$ cat src/rtl/zero_run_mute.sv
module zero_run_mute #(
  parameter int W      = 24,
  parameter int THRESH = 2048
) (
  input  logic         clk,
  input  logic         rst,
  input  logic         en,
  input  logic         in_valid,
  input  logic [W-1:0] in_left,
  input  logic [W-1:0] in_right,
  output logic         out_valid,
  output logic [W-1:0] out_left,
  output logic [W-1:0] out_right,
  output logic         mute_left,
  output logic         mute_right
);
  localparam int CW = $clog2(THRESH + 1);
  localparam logic [CW-1:0] LIMIT = CW'(THRESH);

  logic [W-1:0]  din  [2];
  logic [W-1:0]  dout [2];
  logic [1:0]    mute;
  logic [CW-1:0] cnt  [2];

  assign din[0] = in_left;
  assign din[1] = in_right;
  assign out_left   = dout[0];
  assign out_right  = dout[1];
  assign mute_left  = mute[0];
  assign mute_right = mute[1];

  for (genvar c = 0; c < 2; c++) begin : g_ch
    logic [CW-1:0] cnt_nx;
    logic          mute_nx;

    always_comb begin
      if (!en)                cnt_nx = '0;
      else if (!in_valid)     cnt_nx = cnt[c];
      else if (din[c] != '0)  cnt_nx = '0;
      else if (cnt[c] == LIMIT) cnt_nx = cnt[c];
      else                    cnt_nx = cnt[c] + 1'b1;
    end

    assign mute_nx = (cnt_nx == LIMIT);

    always_ff @(posedge clk) begin
      if (rst) begin
        cnt[c]  <= '0;
        mute[c] <= 1'b0;
        dout[c] <= '0;
      end else begin
        cnt[c]  <= cnt_nx;
        mute[c] <= mute_nx;
        if (in_valid) dout[c] <= mute_nx ? '0 : din[c];
      end
    end
  end

  always_ff @(posedge clk) begin
    if (rst) out_valid <= 1'b0;
    else     out_valid <= in_valid;
  end
endmodule

$ cat config.mk
export PLATFORM = sky130hd
export DESIGN_NAME = zero_run_mute
export DESIGN_NICKNAME = d
export VERILOG_FILES = /design/src/rtl/zero_run_mute.sv
export SDC_FILE = /design/constraint.sdc
export NUM_CORES = 1
export LEC_CHECK = 0
export ABC_AREA = 1
export BUFFER_PORTS_ARGS = -buffer_cell sky130_fd_sc_hd__clkbuf_2
export CAP_MARGIN = 0
export CORE_ASPECT_RATIO = 1.75
export CORE_MARGIN = 2
export CORE_UTILIZATION = 35
export DETAILED_ROUTE_END_ITERATION = 8
export SYNTH_ARGS = -nofsm -noshare
export SYNTH_HDL_FRONTEND = slang
export SYNTH_SLANG_ARGS = --single-unit
$ cat constraint.sdc
create_clock -name clk -period 6.55 [get_ports clk]
set_input_delay 0.9825 -clock clk [delete_from_list [all_inputs] [get_ports clk]]
set_output_delay 0.9825 -clock clk [all_outputs]
set_load 0.02 [all_outputs]
==> run summary <==
DRC Markers: 0
Fin Clk Skew: 0.00541 ns
Gate Count Post-Synth: 539
Die ar.: 0.0124 sq mm
DR vias: 3,708
share of flip-flops with an asynchronous set or reset: 0%
register area: 0.00198 sq mm
total global routing overflow: 0
Post-DRT Antenna Nets: 0
detailed-placement wirelength estimate: 8.01 mm
Clock Latency Late Sink: 0.33 ns
Warnings, synthesis: 0
Leak: 2.46 nW
pwr dens: 246 mW/mm^2
Iteration-0 DRC Markers: 161
number of diodes: 0
IO Pins: 103
Critical Path Source Type: input pin
largest net degree at the start of global routing: 49
Final Instance Count excl. Fillers: 776
cell with the most instances after synthesis: nor2_1
initial antenna violation count: 0
endpoints failing setup: 0
Yosys top cell by area: edfxtp_1
critical path class: input pin to register
layout cell share with drive strength beyond 1: 22.2%
H-tree levels: 3
#FFs+latches synth: 75
Final Util: 44.1%
Synth Area per Inst: 7.47 sq um
CTS Sinks: 75
Hold Crit Class: register to register
Post-synth EDFFs: 48
Max Fclk: 0.310 GHz
Slew Viols, Final: 0
Port Buffer Count: 102
Starting Density: 36.1%
CTS Buffer Depth: 2
Post-Route WL: 10.3 mm
Netlist cell types: 26
nets@finish: 695
synthesized area: 0.00403 sq mm
Crit Path Max Fanout: 37
Via density: 4.78
Seq/Total Area, Yosys: 49.2%
cts bufs inserted: 9
core box area: 0.0112 sq mm
first-pass GRT wire length: 16.8 mm
CTS hold repair buffers: 0
WP data arrival: 3.29 ns
Tcrit/Tclk final: 49.2%
Fillers: 1,131
Resize count post-CTS: 0
vias in the first global route: 3,743
worst ir drop on vdd: 0.168 mV
min Tclk post-route: 3.23 ns
Slew Limit Headroom: 24.3%
Root Driver: clkbuf_16
RSZ-0062 raised after global routing: no
Die Y: 146 um
Wirelength per Cell: 13.3 um
Critical Path RT: 6.61 ns
area of the multi-input gates: 0.00160 sq mm
Pre-antenna DRT Iters: 4
gr usage total: 17.0%
outcome: finished, final reports clean
Final Hold Violating Endpoints: 0
setup bufs post-CTS: 0
# Max-Cap Violations: 0
FP Rows: 51
predominant post-synthesis flop cell: edfxtp_1
CTS tree: yes
setup TNS: 0 ns
placed insts: 760
RD Place Congestion: 0.921
clock slew at reported path FFs: 0.06 ns
synth top area cells: edfxtp_1, dfxtp_1, nor2_1
syn nets: 595
measured slew at the worst slew-check pin: 1.13 ns
Layout area overhead: 22.3%
Synth top area share: 35.8%
Critical Path Sink Type: register
width of the die: 85.1 um
Post-synth top cells: nor2_1, nand2_1, inv_1, edfxtp_1, nand3_1
registers in the layout, summed over array words and instances, names as in the netlist:
| name | cells |
|---|---|
| dout | 48 |
| cnt | 24 |
| mute_right | 1 |
| mute_left | 1 |
| out_valid | 1 |
cell type report:
type	instances	share of cell area [%]
Clock inverter	7	2.01
Timing Repair Buffer	102	10.4
Multi-Input combinational cell	361	32.6
Tap cell	132	3.35
Sequential cell	75	40.3
Inverter	90	6.86
Clock buffer	9	4.57
stage by stage:
step           cell area, sq um  power [mW]  hold WS (ns)  setup slack (ns)
6_report                   4920        1.21         0.620              3.32
5_1_grt                    4920        1.26         0.670              3.06
4_1_cts                    4920        1.22         0.618              3.34
3_5_place_dp               4600       0.689         0.607              2.98
3_3_place_gp               4600       0.686         0.596              3.14
2_1_floorplan              4030       0.636         0.559              3.73
power breakdown:
part	internal (mW)	total, mW	switching, mW
clock	0.336	0.533	0.197
sequential	0.530	0.539	0.00903
combinational	0.0428	0.138	0.0951
total	0.909	1.21	0.301
critical path, stage by stage:
cell and delay (ns):
clkbuf_2 0.58, inv_1 0.42, nor2_1 0.26, xor2_1 0.16, nor2_1 0.07, inv_1 0.07, nand2_1 0.06, nor2_1 0.11
nand3_1 0.09, nand2_2 0.36, nor2_1 0.10
worst paths after layout:
path	startpoint	to	slack [ns]	cells after the start
worst max-delay path	in_valid	dout[1][11]	3.32	11
worst min-delay path	cnt[1][3]	cnt[1][3]	0.62	4
worst max register to register	cnt[0][0]	dout[0][18]	3.88	13
worst min register to register	cnt[1][3]	cnt[1][3]	0.62	4
routing by layer:
layer	part of all wire [%]	track usage, %	routed length, um	vias up
met2	54	31.2	5540	132
met5	0	0	0	-
met1	35	16.3	3650	1653
li1	-	-	-	1885
met4	5.8	11.7	599	0
met3	5.3	3.57	551	38
layout by cell type, fill, tap and decap left out, types with 2 or more instances in the layout:
cell / count
xor2_1: 3
nand2_2: 7
a21oi_1: 8
nand4_1: 15
clkbuf_2: 102
inv_2: 4
inv_1: 86
o21ai_0: 10
inv_6: 2
bufinv_16: 2
nor2_1: 138
nand3_2: 5
nand3_1: 38
ha_1: 4
nor3_1: 2
edfxtp_1: 48
clkbuf_16: 9
nand2_1: 118
nor2_2: 8
dfxtp_1: 27
cell families after synthesis:
group / Yosys count / synth area share, %
simple gates: 331 / 34.7
buf+inv: 103 / 11.0
flops: 75 / 49.2
compound gates: 22 / 2.98
xor+xnor: 4 / 0.870
fa+ha+maj: 4 / 1.24
Note: power is estimated with default switching activity, not from simulation.
